`src/rtl/blc_pkg.sv`:
```
package blc_pkg;
  typedef enum logic [1:0] {
    MODE_SENSOR   = 2'b00,
    MODE_DIR_GAIN = 2'b01,
    MODE_DIR_ADC0 = 2'b10,
    MODE_DIR_ADC1 = 2'b11
  } in_mode_e;
endpackage

```
`src/rtl/blc_gate.sv`:
```
module blc_gate
  import blc_pkg::*;
(
  input  logic       ob_win_i,
  input  logic       alt_clamp_i,
  input  logic       win_inv_i,
  input  logic [1:0] in_mode_i,
  output logic       active_o
);
  in_mode_e mode;
  assign mode = in_mode_e'(in_mode_i);

  // strobes are active low unless inverted
  always_comb begin
    unique case (mode)
      MODE_SENSOR:   active_o = (ob_win_i ^ win_inv_i) == 1'b0;
      MODE_DIR_GAIN: active_o = (alt_clamp_i ^ win_inv_i) == 1'b0;
      default:       active_o = 1'b0;
    endcase
  end
endmodule

```
`src/rtl/blc_cmp.sv`:
```
module blc_cmp #(
  parameter int CODE_W      = 10,
  parameter int TGT_W       = 7,
  parameter int TGT_DEFAULT = 64
) (
  input  logic [CODE_W-1:0] code_i,
  input  logic [TGT_W-1:0]  target_i,
  input  logic              active_i,
  output logic              up_o,
  output logic              dn_o,
  output logic              hit_o,
  output logic              miss_o
);
  localparam int EW = CODE_W + 1;

  logic [TGT_W-1:0] tgt_eff;
  logic [EW-1:0]    code_x, tgt_x;
  logic             below, above, near;

  assign tgt_eff = (target_i == '0) ? TGT_W'(TGT_DEFAULT) : target_i;
  assign code_x  = EW'(code_i);
  assign tgt_x   = EW'(tgt_eff);
  assign below   = code_x < tgt_x;
  assign above   = code_x > tgt_x;
  assign near    = (code_x + EW'(1) >= tgt_x) && (code_x <= tgt_x + EW'(1));

  assign up_o   = active_i & below;
  assign dn_o   = active_i & above;
  assign hit_o  = active_i & near;
  assign miss_o = active_i & ~near;
endmodule

```
`src/rtl/blc_acc.sv`:
```
module blc_acc #(
  parameter int CORR_W = 12
) (
  input  logic              clk_i,
  input  logic              rst_ni,
  input  logic              clr_i,
  input  logic              up_i,
  input  logic              dn_i,
  output logic [CORR_W-1:0] corr_o
);
  localparam logic [CORR_W-1:0] MAX_V = {1'b0, {(CORR_W-1){1'b1}}};
  localparam logic [CORR_W-1:0] MIN_V = {1'b1, {(CORR_W-1){1'b0}}};

  logic [CORR_W-1:0] corr_q;

  always_ff @(posedge clk_i or negedge rst_ni) begin
    if (!rst_ni)                       corr_q <= '0;
    else if (clr_i)                    corr_q <= '0;
    else if (up_i && corr_q != MAX_V)  corr_q <= corr_q + CORR_W'(1);
    else if (dn_i && corr_q != MIN_V)  corr_q <= corr_q - CORR_W'(1);
  end

  assign corr_o = corr_q;


  clear_zero_chk: assert property (@(posedge clk_i) disable iff (!rst_ni)
    clr_i |=> corr_q == '0);

  idle_hold_chk: assert property (@(posedge clk_i) disable iff (!rst_ni)
    (!clr_i && !up_i && !dn_i) |=> $stable(corr_q));

  step_up_chk: assert property (@(posedge clk_i) disable iff (!rst_ni)
    (!clr_i && up_i && corr_q != MAX_V) |=> corr_q == $past(corr_q) + CORR_W'(1));

  sat_hi_chk: assert property (@(posedge clk_i) disable iff (!rst_ni)
    (!clr_i && up_i && corr_q == MAX_V) |=> corr_q == MAX_V);

  sat_lo_chk: assert property (@(posedge clk_i) disable iff (!rst_ni)
    (!clr_i && dn_i && corr_q == MIN_V) |=> corr_q == MIN_V);
endmodule

```
`src/rtl/blc_settle.sv`:
```
module blc_settle #(
  parameter int SETTLE_LEN = 8
) (
  input  logic clk_i,
  input  logic rst_ni,
  input  logic clr_i,
  input  logic hit_i,
  input  logic miss_i,
  output logic settled_o
);
  localparam int CNT_W = $clog2(SETTLE_LEN + 1);
  localparam logic [CNT_W-1:0] LEN_V = CNT_W'(SETTLE_LEN);

  logic [CNT_W-1:0] cnt_q;

  always_ff @(posedge clk_i or negedge rst_ni) begin
    if (!rst_ni)                     cnt_q <= '0;
    else if (clr_i || miss_i)        cnt_q <= '0;
    else if (hit_i && cnt_q != LEN_V) cnt_q <= cnt_q + CNT_W'(1);
  end

  assign settled_o = (cnt_q == LEN_V);


  settle_miss_chk: assert property (@(posedge clk_i) disable iff (!rst_ni)
    miss_i |=> !settled_o);

  settle_rise_chk: assert property (@(posedge clk_i) disable iff (!rst_ni)
    $rose(settled_o) |-> $past(hit_i && !clr_i));
endmodule

```
`src/rtl/blc_servo.sv`:
```
module blc_servo #(
  parameter int CODE_W      = 10,
  parameter int TGT_W       = 7,
  parameter int TGT_DEFAULT = 64,
  parameter int CORR_W      = 12,
  parameter int SETTLE_LEN  = 8
) (
  input  logic              clk_i,
  input  logic              rst_ni,
  input  logic [CODE_W-1:0] adc_code_i,
  input  logic [TGT_W-1:0]  target_i,
  input  logic [1:0]        in_mode_i,
  input  logic              ob_win_i,
  input  logic              alt_clamp_i,
  input  logic              win_inv_i,
  input  logic              blk_rst_i,
  input  logic              stby_ni,
  input  logic              stby_reg_i,
  output logic [CORR_W-1:0] corr_o,
  output logic              settled_o
);
  logic active, up, dn, hit, miss, clr;

  // any clear cause wins over stepping
  assign clr = blk_rst_i | ~stby_ni | stby_reg_i;

  blc_gate u_gate (
    .ob_win_i    (ob_win_i),
    .alt_clamp_i (alt_clamp_i),
    .win_inv_i   (win_inv_i),
    .in_mode_i   (in_mode_i),
    .active_o    (active)
  );

  blc_cmp #(
    .CODE_W      (CODE_W),
    .TGT_W       (TGT_W),
    .TGT_DEFAULT (TGT_DEFAULT)
  ) u_cmp (
    .code_i   (adc_code_i),
    .target_i (target_i),
    .active_i (active),
    .up_o     (up),
    .dn_o     (dn),
    .hit_o    (hit),
    .miss_o   (miss)
  );

  blc_acc #(.CORR_W(CORR_W)) u_acc (
    .clk_i  (clk_i),
    .rst_ni (rst_ni),
    .clr_i  (clr),
    .up_i   (up),
    .dn_i   (dn),
    .corr_o (corr_o)
  );

  blc_settle #(.SETTLE_LEN(SETTLE_LEN)) u_settle (
    .clk_i     (clk_i),
    .rst_ni    (rst_ni),
    .clr_i     (clr),
    .hit_i     (hit),
    .miss_i    (miss),
    .settled_o (settled_o)
  );


  dir_excl_chk: assert property (@(posedge clk_i) disable iff (!rst_ni)
    !(up && dn));

  adc_mode_hold_chk: assert property (@(posedge clk_i) disable iff (!rst_ni)
    (in_mode_i[1] && !clr) |=> $stable(corr_o));

  gain_mode_closed_chk: assert property (@(posedge clk_i) disable iff (!rst_ni)
    (in_mode_i == 2'b01 && (alt_clamp_i ^ win_inv_i) && !clr) |=> $stable(corr_o));

  stby_pin_chk: assert property (@(posedge clk_i) disable iff (!rst_ni)
    !stby_ni |=> (corr_o == '0 && !settled_o));
endmodule

```
`config.mk`:
```
export PLATFORM = sky130hd
export DESIGN_NAME = blc_servo
export DESIGN_NICKNAME = d
export VERILOG_FILES = /design/src/rtl/blc_pkg.sv /design/src/rtl/blc_gate.sv /design/src/rtl/blc_cmp.sv /design/src/rtl/blc_acc.sv /design/src/rtl/blc_settle.sv /design/src/rtl/blc_servo.sv
export SDC_FILE = /design/constraint.sdc
export NUM_CORES = 1
export LEC_CHECK = 0
export BUFFER_PORTS_ARGS = -buffer_cell sky130_fd_sc_hd__buf_2
export CAP_MARGIN = 15
export CORE_ASPECT_RATIO = 1.75
export CORE_UTILIZATION = 35
export DETAILED_ROUTE_END_ITERATION = 12
export MAX_ROUTING_LAYER = met4
export PLACE_DENSITY = 0.67
export SETUP_SLACK_MARGIN = 0.02
export SLEW_MARGIN = 20
export SYNTH_ARGS = -nofsm -noshare
export SYNTH_HDL_FRONTEND = slang
export SYNTH_HIERARCHICAL = 1
export SYNTH_SLANG_ARGS = --single-unit
```
`constraint.sdc`:
```
create_clock -name clk_i -period 2.7 [get_ports clk_i]
set_input_delay 0.54 -clock clk_i [delete_from_list [all_inputs] [get_ports clk_i]]
set_output_delay 0.54 -clock clk_i [all_outputs]
set_load 0.1 [all_outputs]
```
==> flow_summary.json, run 1 <==
{
  "status": "complete, but fails checks",
  "violations": "negative setup slack",
  "yosys.area_share.simple_pct": 24.3,
  "power_leakage_nw": 1.83,
  "postRouteAntennaNets": 0,
  "syn_to_final_growth_pct": 72.6,
  "diodes": 0,
  "drv_slew": 0,
  "cts_max_level": 1,
  "worst_ep_arrival_time_ns": 3.55,
  "drive_gt1_share_pct": 58.0,
  "ys_warn_count": 6,
  "syn_area_per_cell_um2": 8.57,
  "root_buffer": "clkbuf_8",
  "syn_inst": 267,
  "worst_slew_pin_slew_ns": 0.637,
  "p_seq_share_pct": 24.3,
  "startpoint_type": "input port",
  "grt.overflow.total": 0,
  "grtUsageTotal_pct": 23.9,
  "timing.final.crit_share_pct": 127,
  "max_freq_ghz": 0.291,
  "slew_headroom_pct": 57.5,
  "setup_tns_ns": -7.72,
  "synth_edf_count": 0,
  "cts_made_buffers": 3,
  "switching_share_pct": 37.2,
  "hp-class": "input port to async pin",
  "crit_fanout": 7,
  "clk_path_buf_depth": 2,
  "p_total_mw": 1.02,
  "synth_area_leader_cell": "ha_1",
  "drt-initial-drc-count": 113,
  "netlist.area_leader.share_pct": 20.2,
  "ctsHoldBuffers": 0,
  "antenna_found_initial": 0,
  "die_h_um": 109,
  "drtPass1Iterations": 4,
  "fin_ws_ns": -0.739,
  "rsz0062_at_grt": "yes",
  "placementRows": 38,
  "pwr-share-comb_pct": 54.4,
  "intPower_mw": 0.641,
  "drc": 0,
  "dieArea_um2": 6880,
  "hpwl_um": 6080,
  "p_clk_share_pct": 21.3,
  "max_cap_viol_count": 0,
  "synth-main-ff-cell": "dfrtp_1",
  "yosysUniqueCellTypes": 66,
  "setup-violations-final": 16,
  "clock_latency_ns": 0.26,
  "end_kind": "register",
  "place_congestion": 0.930,
  "syn_area_um2": 2290,
  "vias": 2701,
  "routed_wl_um": 8380,
  "yosys.area_share.xor_xnor_pct": 6.51,
  "fillers": 525,
  "finalNetCount": 471,
  "synthArstFlopShare_pct": 100,
  "synth_top_family_by_area": "simple AND/OR/NAND/NOR gates",
  "hold_viol": 0,
  "skew_ns": 0.00310,
  "cts_tree": "yes",
  "core_um2": 6280,
  "synthAdderAreaFrac_pct": 21.1,
  "synth.area.mux_share_pct": 2.30,
  "synth_common_cells": "ha_1 (37), inv_1 (23), nor2_1 (18)",
  "synth.most_common_cell": "ha_1",
  "path_clk_slew_ns": 0.06,
  "clock-sinks": 16,
  "ys_ff_latch": 16,
  "ioPinCount": 40,
  "synth_fp_nets": 332,
  "final.min_clock_period_ns": 3.44,
  "die_w_um": 63.1,
  "start_util_pct": 36.5,
  "final_core_util_pct": 62.9,
  "required_ns": 2.81,
  "powerDensity_nw_per_um2": 258,
  "drt-wirelength-per-cell_um": 17.3,
  "synth-compound-area-share_pct": 23.7,
  "grt_pass1_wl_um": 12300,
  "switching_power_mw": 0.379,
  "io_buffer_count": 39,
  "grt_start_max_net_pins": 17,
  "ir_worst_vdd_uv": 225,
  "pre_cts_slack_ns": -1.18,
  "ys_seq_area_share_pct": 17.5,
  "synthTopCellsByArea": "ha_1 (20%), dfrtp_1 (17%), xnor2_1 (5.0%)",
  "path_class": "input port to register",
  "via_per_inst": 5.57,
  "grt_pass1_vias": 2675
}
==> stage by stage <==
step / cells / cell area [µm²] / hold slack [ns]
floorplan: 267 / 2480 / 0.244
global placement: 454 / 3280 / 0.478
detailed placement: 454 / 3280 / 0.473
CTS: 476 / 3670 / 0.201
global route: 485 / 3950 / 0.218
finish: 485 / 3950 / 0.192
==> per-layer routing <==
metal	share of wire (%)	up-vias	GRT usage [%]
met1	33	1288	20.4
li1	-	1279	-
met4	5.9	0	12.6
met3	4.0	40	2.72
met5	0	-	-
met2	57	94	48.8
==> cells by family after synthesis <==
kind of cell | Yosys count
simple gates | 95
mux | 5
flops | 16
buf+inv | 26
fa+ha+maj | 38
xor+xnor | 17
compound gates | 70
==> power groups by stage <==
stage	logic [mW]	registers [mW]	clock network, mW
after floorplan	0.231	0.290	0
after detailed placement	0.448	0.252	0
after CTS	0.502	0.248	0.217
after global routing	0.594	0.248	0.225
after global placement	0.436	0.252	0
final	0.555	0.248	0.218
==> worst max-delay path, cell delays in order <==
cell and delay (ns):
buf_12 0.11, inv_12 0.04, ha_4 0.11, nor4b_4 0.22, nand3_1 0.15, nand2_2 0.12, inv_2 0.05, ha_4 0.14
nand2b_4 0.14, a21oi_4 0.16, o21bai_4 0.07, and4_4 0.17, o31ai_4 0.13, buf_4 0.21, ha_4 0.20, nand2_2 0.06
or4b_4 0.47, o21ai_2 0.16, xor2_1 0.21, a211oi_2 0.09
==> sequential cells by signal, indices dropped and copies added (netlist names) <==
register,count
u_acc/corr_o,12
u_settle/cnt_q,4
==> timing repair <==
action                                  4_1_cts  5_1_grt
endpoints found under the setup margin       16       16
gates resized for setup                      43       39
gates cloned                                  1        1
pin swaps                                    17       37
setup buffers                                17       21
==> layout make-up <==
class	count	area [µm²]	area share [%]
Tap cell	80	100	2.53
Inverter	24	105	2.66
Multi-Input combinational cell	226	2270	57.5
Clock buffer	4	55.1	1.39
Sequential cell	16	414	10.5
Timing Repair Buffer	135	1000	25.4
==> cells in the final DEF, fill, tap and decap left out, types with 11 or more instances in the layout <==
master / Yosys / routed
ha_1: 37 / 23
nand3_1: 14 / 11
buf_2: 0 / 37
nand2_1: 16 / 12
ha_4: 0 / 13
dfrtp_2: 0 / 11
inv_1: 23 / 18
buf_4: 0 / 84
buf_6: 1 / 11
nor2_1: 18 / 17
==> path summary, 6_finish.rpt <==
check                             startpoint           endpoint  slack, ns  depth (start not counted)
setup reg to reg            u_acc/corr_o[11]    u_acc/corr_o[8]      -0.19                          9
max in group asynchronous             rst_ni    u_acc/corr_o[9]       2.22                          1
min in group clk_i         u_settle/cnt_q[2]  u_settle/cnt_q[2]       0.57                          2
hold / removal                        rst_ni  u_settle/cnt_q[0]       0.19                          1
setup / recovery                 target_i[1]    u_acc/corr_o[8]      -0.74                         20
hold reg to reg            u_settle/cnt_q[2]  u_settle/cnt_q[2]       0.57                          2
No activity file was read; power rests on OpenSTA's default activity.
==> run 2: changes to the inputs <==
--- a/config.mk
+++ b/config.mk
@@ -11,7 +11,6 @@
 export CORE_UTILIZATION = 35
 export DETAILED_ROUTE_END_ITERATION = 12
 export MAX_ROUTING_LAYER = met4
-export PLACE_DENSITY = 0.67
 export SETUP_SLACK_MARGIN = 0.02
 export SLEW_MARGIN = 20
 export SYNTH_ARGS = -nofsm -noshare
==> run 2 against run 1 <==
  * The flow still finishes with violations (negative setup slack)
  * Sequential power about the same
  * Via count down 4.8%
  * Routed wire length down 4.2%
  * Core utilization up 0.16 points
  * Final cell count down 1.6%
  * Clock power down 2%
  * Count of clock-buffer cells in the layout unchanged
  * Register-to-register slack better by 0.18 ns
  * Maximum frequency down 0.53%
==> flow_summary.json, run 2 (synthesized netlist as in run 1, its figures left out) <==
{
  "status": "complete, but fails checks",
  "violations": "negative setup slack",
  "drtPass1Iterations": 4,
  "die_h_um": 109,
  "antenna_found_initial": 0,
  "slowest_delay_ns": 0.36,
  "syn_to_final_growth_pct": 73.0,
  "p_seq_share_pct": 24.2,
  "hold_slack_ns": 0.203,
  "final_core_util_pct": 63.1,
  "place_area_um2": 3310,
  "path_clk_slew_ns": 0.07,
  "crit_top_cell": "ha_4",
  "busiest_layer": "met2",
  "grt.overflow.total": 0,
  "path_delay_family": "compound AO/OA/AOI/OAI gates",
  "clk_path_buf_depth": 2,
  "final_cells": 477,
  "dp_cells": 457,
  "root_buffer": "clkbuf_8",
  "finalNetCount": 463,
  "switching_share_pct": 36.8,
  "final-seq-area_um2": 414,
  "setup-violations-final": 16,
  "worst_ep_arrival_time_ns": 3.56,
  "max_freq_ghz": 0.289,
  "clock-sinks": 16,
  "core_um2": 6280,
  "startpoint_type": "input port",
  "end_kind": "register",
  "slew_headroom_pct": 55.2,
  "layout_common_cells": "buf_4 (75), buf_2 (35), ha_1 (23)",
  "fin_area_um2": 3960,
  "path_class": "input port to register",
  "gr-usage-met2_pct": 51.5,
  "place_congestion": 0.830,
  "routed_wl_um": 8020,
  "vias": 2571,
  "drive_gt1_share_pct": 58.7,
  "pre_cts_slack_ns": -1.18,
  "skew_ns": 0.00434,
  "rsz0062_at_grt": "yes",
  "drc": 0,
  "start_util_pct": 36.5,
  "dieArea_um2": 6880,
  "diodes": 0,
  "postRouteAntennaNets": 0,
  "fin_ws_ns": -0.758,
  "switching_power_mw": 0.377,
  "largest_reg_flops": 12,
  "clock_latency_ns": 0.25,
  "drt-initial-drc-count": 43,
  "use_met1_pct": 21.8,
  "drt-wirelength-per-cell_um": 16.8,
  "hold_viol": 0,
  "setup_tns_ns": -6.35,
  "pwr-share-comb_pct": 54.9,
  "cts_tree": "yes",
  "crit_buf_inv": 3,
  "p_total_mw": 1.02,
  "grtUsageTotal_pct": 24.7,
  "grt_pass1_vias": 2691,
  "required_ns": 2.80,
  "cts_max_level": 1,
  "worst_slew_pin_slew_ns": 0.672,
  "powerDensity_nw_per_um2": 259,
  "placementRows": 38,
  "timing.final.crit_share_pct": 128,
  "io_buffer_count": 39,
  "via_per_inst": 5.39,
  "intPower_mw": 0.647,
  "crit_chain": "buf_8 > inv_4 > ha_4 > nor4b_4 > a31oi_2 > ha_1 > nand4_1 > o21bai_4 > and4_4 > o31ai_4 > buf_6 > ha_4 > nor2b_4 > o31a_1 > o211a_1 > o31ai_1 > a21oi_1",
  "multi_input_comb_area_um2": 2300,
  "mostFrequentLayoutCell": "buf_4",
  "ctsHoldBuffers": 0,
  "crit_fanout": 5,
  "grt_start_max_net_pins": 17,
  "hp-class": "input port to async pin",
  "ir_worst_vdd_uv": 270,
  "fillers": 531,
  "max_cap_viol_count": 0,
  "power_leakage_nw": 1.81,
  "worst_path_max_delay_cell": "o31a_1",
  "globalRouteMet3Util_pct": 1.57,
  "cts_made_buffers": 3,
  "p_clk_share_pct": 20.9,
  "grt_pass1_wl_um": 12600,
  "hpwl_um": 6130,
  "drv_slew": 0,
  "die_w_um": 63.1,
  "final.min_clock_period_ns": 3.46,
  "ioPinCount": 40
}
run 2: path summary, 6_finish.rpt:
path	startpoint	endpoint	slack, ns	cells after the start
worst min register to register	u_settle/cnt_q[2]	u_settle/cnt_q[2]	0.57	2
worst max register to register	u_acc/corr_o[11]	u_acc/corr_o[6]	-0.01	9
worst min-delay path	rst_ni	u_settle/cnt_q[1]	0.20	1
max in group asynchronous	rst_ni	u_acc/corr_o[0]	2.20	1
worst max-delay path	target_i[0]	u_acc/corr_o[6]	-0.76	17
min in group clk_i	u_settle/cnt_q[2]	u_settle/cnt_q[2]	0.57	2
run 2: cell type report:
| cell class | instances | share of cell area [%] |
|---|---|---|
| inverter | 24 | 2.72 |
| tap | 80 | 2.53 |
| multi-input combinational | 225 | 58.0 |
| clock buffer | 4 | 1.39 |
| sequential | 16 | 10.5 |
| timing repair buffer | 128 | 24.9 |
run 2: worst reg2reg max path, cell delays in order (launching register included):
cell and delay [ns]:
dfrtp_1 0.38, nand4b_1 0.25, o31ai_4 0.49, buf_6 0.19, ha_4 0.21, nor2b_4 0.12, o31a_1 0.36, o211a_1 0.24
o31ai_1 0.23, a21oi_1 0.10
run 2: metal layers:
layer  up-vias  wire, µm
li1       1257         -
met1      1239      2680
met2        58      4820
met3        17       194
met4         0       333
met5         -         0
run 2: repair_timing:
action                                  4_1_cts  5_1_grt
gates resized for setup                      60       35
gates cloned                                  1        0
endpoints found under the setup margin       16       16
pin swaps                                    51       36
buffers inserted                             23        4
run 2: power groups by stage:
stage,sequential [mW],combinational [mW],clock (mW)
floorplan,0.290,0.231,0
global placement,0.252,0.442,0
detailed placement,0.252,0.447,0
CTS,0.248,0.529,0.215
global route,0.248,0.606,0.225
finish,0.248,0.562,0.214
